## src/rtl/xchg_pkg.sv

```systemverilog
package xchg_pkg;

  typedef enum logic [1:0] {
    XS_IDLE  = 2'd0,
    XS_ARB   = 2'd1,
    XS_READ  = 2'd2,
    XS_WRITE = 2'd3
  } xchg_state_e;

  typedef enum logic {
    XOP_SWAP = 1'b0,
    XOP_TAS  = 1'b1
  } xchg_op_e;

endpackage

```

## src/rtl/xchg_rst_sync.sv

```systemverilog
module xchg_rst_sync #(
  parameter int STAGES = 2
) (
  input  logic clk,
  input  logic rst_ni,
  output logic rst_no
);

  logic [STAGES-1:0] sync_q;

  always_ff @(posedge clk or negedge rst_ni) begin
    if (!rst_ni) begin
      sync_q <= '0;
    end else begin
      sync_q <= {sync_q[STAGES-2:0], 1'b1};
    end
  end

  assign rst_no = sync_q[STAGES-1];

endmodule

```

## src/rtl/xchg_seq.sv

```systemverilog
module xchg_seq
  import xchg_pkg::*;
(
  input  logic clk,
  input  logic rst_ni,
  input  logic req_valid,
  output logic req_ready,
  output logic rsp_done,
  output logic bus_req,
  input  logic bus_gnt,
  output logic bus_lock,
  output logic bus_cmd_valid,
  output logic bus_we,
  input  logic bus_ack,
  output logic cap_req,
  output logic cap_old
);

  xchg_state_e state_q, state_d;
  logic        state_en;

  // next state and outputs
  always_comb begin
    state_d       = state_q;
    req_ready     = 1'b0;
    rsp_done      = 1'b0;
    bus_req       = 1'b0;
    bus_lock      = 1'b0;
    bus_cmd_valid = 1'b0;
    bus_we        = 1'b0;
    cap_req       = 1'b0;
    cap_old       = 1'b0;
    unique case (state_q)
      XS_IDLE: begin
        req_ready = 1'b1;
        if (req_valid) begin
          cap_req = 1'b1;
          state_d = XS_ARB;
        end
      end
      XS_ARB: begin
        bus_req = 1'b1;
        if (bus_gnt) state_d = XS_READ;
      end
      XS_READ: begin
        bus_req       = 1'b1;
        bus_lock      = 1'b1;
        bus_cmd_valid = bus_gnt;
        if (bus_gnt && bus_ack) begin
          cap_old = 1'b1;
          state_d = XS_WRITE;
        end
      end
      XS_WRITE: begin
        bus_req       = 1'b1;
        bus_lock      = 1'b1;
        bus_cmd_valid = bus_gnt;
        bus_we        = 1'b1;
        if (bus_gnt && bus_ack) begin
          rsp_done = 1'b1;
          state_d  = XS_IDLE;
        end
      end
      default: state_d = XS_IDLE;
    endcase
  end

  assign state_en = (state_d != state_q);

  always_ff @(posedge clk or negedge rst_ni) begin
    if (!rst_ni) begin
      state_q <= XS_IDLE;
    end else if (state_en) begin
      state_q <= state_d;
    end
  end


  lock_release_chk: assert property (@(posedge clk) disable iff (!rst_ni)
    $fell(bus_lock) |-> $past(rsp_done));


  done_pulse_chk: assert property (@(posedge clk) disable iff (!rst_ni)
    rsp_done |=> !rsp_done);


  req_hold_chk: assert property (@(posedge clk) disable iff (!rst_ni)
    (bus_req && !rsp_done) |=> bus_req);


  read_then_write_chk: assert property (@(posedge clk) disable iff (!rst_ni)
    (bus_cmd_valid && !bus_we && bus_ack) |=> (bus_lock && (!bus_cmd_valid || bus_we)));

endmodule

```

## src/rtl/xchg_dp.sv

```systemverilog
module xchg_dp
  import xchg_pkg::*;
#(
  parameter int AW = 16,
  parameter int DW = 32
) (
  input  logic          clk,
  input  logic          rst_ni,
  input  logic          cap_req,
  input  logic          cap_old,
  input  logic          req_op,
  input  logic [AW-1:0] req_addr,
  input  logic [DW-1:0] req_wdata,
  input  logic [DW-1:0] bus_rdata,
  output logic [AW-1:0] addr_q,
  output logic [DW-1:0] wdata_q,
  output logic [DW-1:0] old_q
);

  localparam logic [DW-1:0] TAS_WORD = DW'(1);

  logic [DW-1:0] wdata_d;

  always_comb begin
    if (xchg_op_e'(req_op) == XOP_TAS) wdata_d = TAS_WORD;
    else                               wdata_d = req_wdata;
  end

  always_ff @(posedge clk or negedge rst_ni) begin
    if (!rst_ni) begin
      addr_q  <= '0;
      wdata_q <= '0;
    end else if (cap_req) begin
      addr_q  <= req_addr;
      wdata_q <= wdata_d;
    end
  end

  always_ff @(posedge clk or negedge rst_ni) begin
    if (!rst_ni) begin
      old_q <= '0;
    end else if (cap_old) begin
      old_q <= bus_rdata;
    end
  end

endmodule

```

## src/rtl/xchg_unit.sv

```systemverilog
module xchg_unit #(
  parameter int AW         = 16,
  parameter int DW         = 32,
  parameter int SYNC_DEPTH = 2
) (
  input  logic          clk,
  input  logic          rst_n,
  input  logic          req_valid,
  input  logic          req_op,
  input  logic [AW-1:0] req_addr,
  input  logic [DW-1:0] req_wdata,
  output logic          req_ready,
  output logic          rsp_done,
  output logic [DW-1:0] rsp_old,
  output logic          bus_req,
  input  logic          bus_gnt,
  output logic          bus_lock,
  output logic          bus_cmd_valid,
  output logic          bus_we,
  output logic [AW-1:0] bus_addr,
  output logic [DW-1:0] bus_wdata,
  input  logic          bus_ack,
  input  logic [DW-1:0] bus_rdata
);

  logic rst_int_n;
  logic cap_req, cap_old;

  xchg_rst_sync #(.STAGES(SYNC_DEPTH)) u_rst (
    .clk    (clk),
    .rst_ni (rst_n),
    .rst_no (rst_int_n)
  );

  xchg_seq u_seq (
    .clk           (clk),
    .rst_ni        (rst_int_n),
    .req_valid     (req_valid),
    .req_ready     (req_ready),
    .rsp_done      (rsp_done),
    .bus_req       (bus_req),
    .bus_gnt       (bus_gnt),
    .bus_lock      (bus_lock),
    .bus_cmd_valid (bus_cmd_valid),
    .bus_we        (bus_we),
    .bus_ack       (bus_ack),
    .cap_req       (cap_req),
    .cap_old       (cap_old)
  );

  xchg_dp #(.AW(AW), .DW(DW)) u_dp (
    .clk       (clk),
    .rst_ni    (rst_int_n),
    .cap_req   (cap_req),
    .cap_old   (cap_old),
    .req_op    (req_op),
    .req_addr  (req_addr),
    .req_wdata (req_wdata),
    .bus_rdata (bus_rdata),
    .addr_q    (bus_addr),
    .wdata_q   (bus_wdata),
    .old_q     (rsp_old)
  );


  busy_addr_chk: assert property (@(posedge clk) disable iff (!rst_int_n)
    (!req_ready) |=> (req_ready || $stable(bus_addr)));

endmodule

```

## config.mk

```make
export PLATFORM = sky130hd
export DESIGN_NAME = xchg_unit
export DESIGN_NICKNAME = d
export VERILOG_FILES = /design/src/rtl/xchg_pkg.sv /design/src/rtl/xchg_rst_sync.sv /design/src/rtl/xchg_seq.sv /design/src/rtl/xchg_dp.sv /design/src/rtl/xchg_unit.sv
export SDC_FILE = /design/constraint.sdc
export NUM_CORES = 1
export LEC_CHECK = 0
export ABC_AREA = 1
export BUFFER_PORTS_ARGS = -buffer_cell sky130_fd_sc_hd__buf_4
export CAP_MARGIN = 5
export CORE_ASPECT_RATIO = 2
export CORE_MARGIN = 4
export CORE_UTILIZATION = 35
export CTS_CLUSTER_DIAMETER = 50
export DETAILED_ROUTE_END_ITERATION = 7
export SETUP_SLACK_MARGIN = 0.05
export SLEW_MARGIN = 40
export SYNTH_ARGS = -nofsm -noshare
export SYNTH_HDL_FRONTEND = slang
export SYNTH_SLANG_ARGS = --single-unit
```

## constraint.sdc

```tcl
create_clock -name clk -period 3.6 [get_ports clk]
set_input_delay 0 -clock clk [delete_from_list [all_inputs] [get_ports clk]]
set_output_delay 0 -clock clk [all_outputs]
set_load 0.005 [all_outputs]
```

# Word level (Yosys, flattened, before mapping)
# Cells that the tools add are included.
[word_totals]
regBits = 84
inputBits = 86
output_inout_bits = 86
elab_cells = 29
[op_classes]
eq_ne = 4
muxes = 16
n_reduce_logical = 4
[ops]
columns = ["operator", "n"]
rows = [
  ["$mux 32", 1],
  ["$mux 1", 10],
  ["$mux 2", 4],
  ["$pmux 2 s4", 1],
  ["$eq 2x2->1 const B", 2],
  ["$reduce_or 3->1", 1],
  ["$eq 2x1->1 const B", 1],
  ["$logic_not 2->1", 1],
  ["$ne 2x2->1", 1],
  ["$reduce_or 2->1", 1],
  ["$logic_and 1x1->1", 1],
]

# Longest topological paths before layout
[logic_depth]
ltp_word = 4
mapped_depth = 7
mapped_depth_nobuf = 5

# Hierarchy
# From an unflattened synthesis, not the netlist that was laid out.
[hier_totals]
hier_cells = 371
area_unflattened_um2 = 3318.2
[modules_own_cells]
columns = ["module", "n_inst", "cells_each", "area_each_um2", "seq_area_each_um2"]
rows = [
  ["xchg_dp", 1, 342, 3095.5, 2001.9],
  ["xchg_seq", 1, 26, 168.9, 50.0],
  ["xchg_rst_sync", 1, 3, 53.8, 50.0],
]

# Worst setup path after synthesis
# Ideal clock, no wire load.
[synth_timing]
path_type = "flip-flop to flip-flop"
start = "register u_seq.state_q[0]"
end = "register u_dp.wdata_q[29]"
setup_time_ps = 117
arrival_ps = 1022
required_time_ps = 3483
setup_slack_ps = 2461
path_stages_with_launch = 6
path_buffers = 1
synth_period_minus_slack_ps = 1139
path_cell_list = "dfrtp_1 nor2_8 nand2_8 buf_6 nand2_1 o21ai_2"
[synth_via]
elab_chain_cells = 2
[synth_lines]
columns = ["item", "line", "rtl"]
rows = [
  ["start: declaration", "xchg_seq.sv:19", "xchg_state_e state_q, state_d;"],
  ["start signal: assignment", "xchg_seq.sv:74", "state_q <= state_d;"],
  ["$logic_not 2->1", "xchg_seq.sv:33", "unique case (state_q)"],
  ["$mux 1", "xchg_seq.sv:33", ""],
  ["end signal: assignment", "xchg_dp.sv:35", "wdata_q <= wdata_d;"],
  ["end: declaration", "xchg_dp.sv:16", "output logic [DW-1:0] wdata_q,"],
]
# Every way passes these cells.
# A chain may end at the register's enable or synchronous reset.

# Final worst setup path
[layout_timing]
start = "register u_seq.state_q[1]"
end = "register u_dp.wdata_q[22]"
# Same word-level chain as after synthesis.

==> qor.yml <==
run_status:
  status: "complete, no violations"
routing:
  wire_per_inst_um: 13.7
  drtIter0Drc: 151
  num_vias: 3313
  routed_wl_mm: 10.3
  ant_nets: 0
  viasPerCell: 4.39
  drc: 0
  dr.pass1.iters: 4
setup_path:
  startpoint: "u_seq.state_q[1]"
  endpoint: "u_dp.wdata_q[22]"
  path_class: "reg -> reg"
  r2r_end: "u_dp.wdata_q[22]"
  cp.arrival_ns: 1.85
  r2r_cells: 4
  endpoint_kind: "flip-flop"
  start_kind: "flip-flop"
  r2r-start: "u_seq.state_q[1]"
  regToRegSetupSlack_ns: 1.96
  cp_max_fo: 81
  required_ns: 3.80
global_routing:
  grt-ovfl-total: 0
  grt_pass1_wl_mm: 16.3
  grt_max_degree: 82
  grtUsageTotal_pct: 17.9
  antenna_found_initial: 0
  grt_pass1_vias: 3409
clocking:
  cts.htree.levels: 3
  clk_path_buf_depth: 2
  cts_buffers: 9
  cts_setup_buffers: 0
  cts.sinks: 84
  worstSkewPairLatency_ns: 0.34
  cts_tree: "yes"
  clockRootBuffer: "clkbuf_16"
  path_clk_slew_ns: 0.06
finish:
  finalNetCount: 704
  design_area_um2: 6010
  syn_to_final_growth_pct: 71.0
  final_cell_mix: "nand2_1, buf_4, dlygate4sd3_1"
  drive_gt1_share_pct: 36.3
  final_common_cell: "nand2_1"
  diodes: 0
power_and_ir_drop:
  power_frac_clock_pct: 25.4
  power.share.switching_pct: 31.6
  peakVddDrop_mv: 0.643
  seqPwrFrac_pct: 37.8
  intPower_mw: 2.86
  p_switching_mw: 1.32
  p_leak_nw: 3.16
  combPwrFrac_pct: 36.8
  powerDensity_nw_per_um2: 695
sta:
  finalHoldViolCount: 0
  hold_ws_ns: 0.0403
  setup-tns-final_ns: 0
  rsz0062_at_grt: "no"
  period_share_pct: 45.7
  tightest_slew_ns: 0.716
  setup-violations-final: 0
  skew_ns: 0.00636
  max_clock_freq_ghz: 0.608
  fin_ws_ns: 1.96
  relSlewSlack_pct: 52.2
  report.final.slew_viol_count: 0
  min_period_ns: 1.64
floorplanning:
  io_pins: 172
  num_rows: 51
  dieArea_um2: 11800
  die_w_um: 78.9
  coreArea_um2: 9760
  fp.dieH_um: 150
  start_util_pct: 36.0
logic_synthesis:
  synthesis.area_um2: 3510
  syn_nets: 458
  synth_seq_cells: 84
  yosysSeqAreaShare_pct: 59.8
  yosysWarnings: 0
  syn_avg_cell_area_um2: 9.45
  synth_cell_type_count: 18
  netlist_instances: 372
placement:
  hpwl_mm: 6.91
  place_congestion: 0.694
  port_buffers: 171
  post_dp_cell_area_um2: 4820
  pre_cts_ws_ns: 1.97
run:
  cap_violations: 0
hold_path:
  hold_path_class: "in -> reg"
## registers in the layout, indices dropped and copies added (netlist names)
| name | cells |
|---|---|
| u_dp.addr_q | 16 |
| u_dp.old_q | 32 |
| u_dp.wdata_q | 32 |
| u_rst.sync_q | 2 |
| u_seq.state_q | 2 |
## cell families after synthesis
| group | Yosys count | share of synthesized area (%) |
|---|---|---|
| and+or+nand+nor | 225 | 26.0 |
| other | 1 | 0.107 |
| AOI/OAI and AO/OA | 33 | 7.90 |
| DFF | 84 | 59.8 |
| buffers and inverters | 29 | 6.16 |
## routing by layer
| layer | GRT usage, % | vias up | routed length (um) |
|---|---|---|---|
| met4 | 11.8 | 0 | 578 |
| li1 | - | 1642 | - |
| met5 | 0 | - | 0 |
| met1 | 19.3 | 1508 | 3780 |
| met2 | 30.9 | 126 | 5430 |
| met3 | 4.04 | 37 | 520 |
## power groups by stage
stage / combinational [mW] / clock [mW] / sequential [mW]
3_3_place_gp: 1.43 / 0 / 1.59
5_1_grt: 1.70 / 1.13 / 1.63
3_5_place_dp: 1.48 / 0 / 1.59
6_report: 1.54 / 1.06 / 1.58
2_1_floorplan: 0.685 / 0 / 1.59
4_1_cts: 1.55 / 1.09 / 1.58
## how the worst min path moves through the flow
stage                   start         endpoint  slack [ns]  cells past startpoint
finish              req_valid   u_dp.addr_q[4]        0.04                      3
global route        req_valid   u_dp.addr_q[2]        0.03                      3
CTS                 req_valid  u_dp.addr_q[12]        0.02                      3
detailed placement      rst_n  u_rst.sync_q[0]       -0.22                      1
global placement        rst_n  u_rst.sync_q[0]       -0.22                      1
floorplan               rst_n  u_rst.sync_q[0]       -0.30                      0
## worst max-delay path, cell delays in order, from the launching register on
cell and delay, ns:
dfrtp_1 0.50, nor2_8 0.32, nand2_8 0.39, nand2_1 0.20
o21ai_2 0.07
## stage by stage
stage                     total power, mW  std cells  utilization [%]
after floorplan                      2.28        372                -
after global placement               3.03        653             48.9
after detailed placement             3.06        655             49.3
after CTS                            4.22        755             61.5
after global routing                 4.45        755             61.5
final                                4.17        755             61.5
## synthesized netlist by cell type
cell type | number | share of area, %
nand3_1 | 17 | 2.4
o21ai_2 | 30 | 7.5
o21ai_1 | 2 | 0.28
buf_6 | 13 | 4.2
inv_1 | 7 | 0.75
nand2_8 | 1 | 0.57
dfrtp_1 | 84 | 60
nor2_8 | 1 | 0.57
nand3b_1 | 1 | 0.21
o21ai_0 | 1 | 0.14
nand2_1 | 197 | 21
clkbuf_1 | 5 | 0.53
conb_1 | 1 | 0.11
nand2_2 | 2 | 0.36
buf_4 | 2 | 0.43
buf_2 | 2 | 0.28
nor2_1 | 5 | 0.53
nor2_4 | 1 | 0.32
## repair_timing
item / CTS / global route
resized for setup: 0 / 0
hold buffers: 84 / 0
hold endpoints to repair: 83 / 0
setup endpoints to repair: 0 / 0
## area by class of cell
cell class	instances	area, um^2
Tap cell	132	165
Clock inverter	6	111
Clock buffer	10	239
Sequential cell	84	2110
Timing Repair Buffer	257	2160
Multi-Input combinational cell	259	1200
Fill cell	832	3750
Inverter	7	26.3
(Power assumes the default switching activity.)
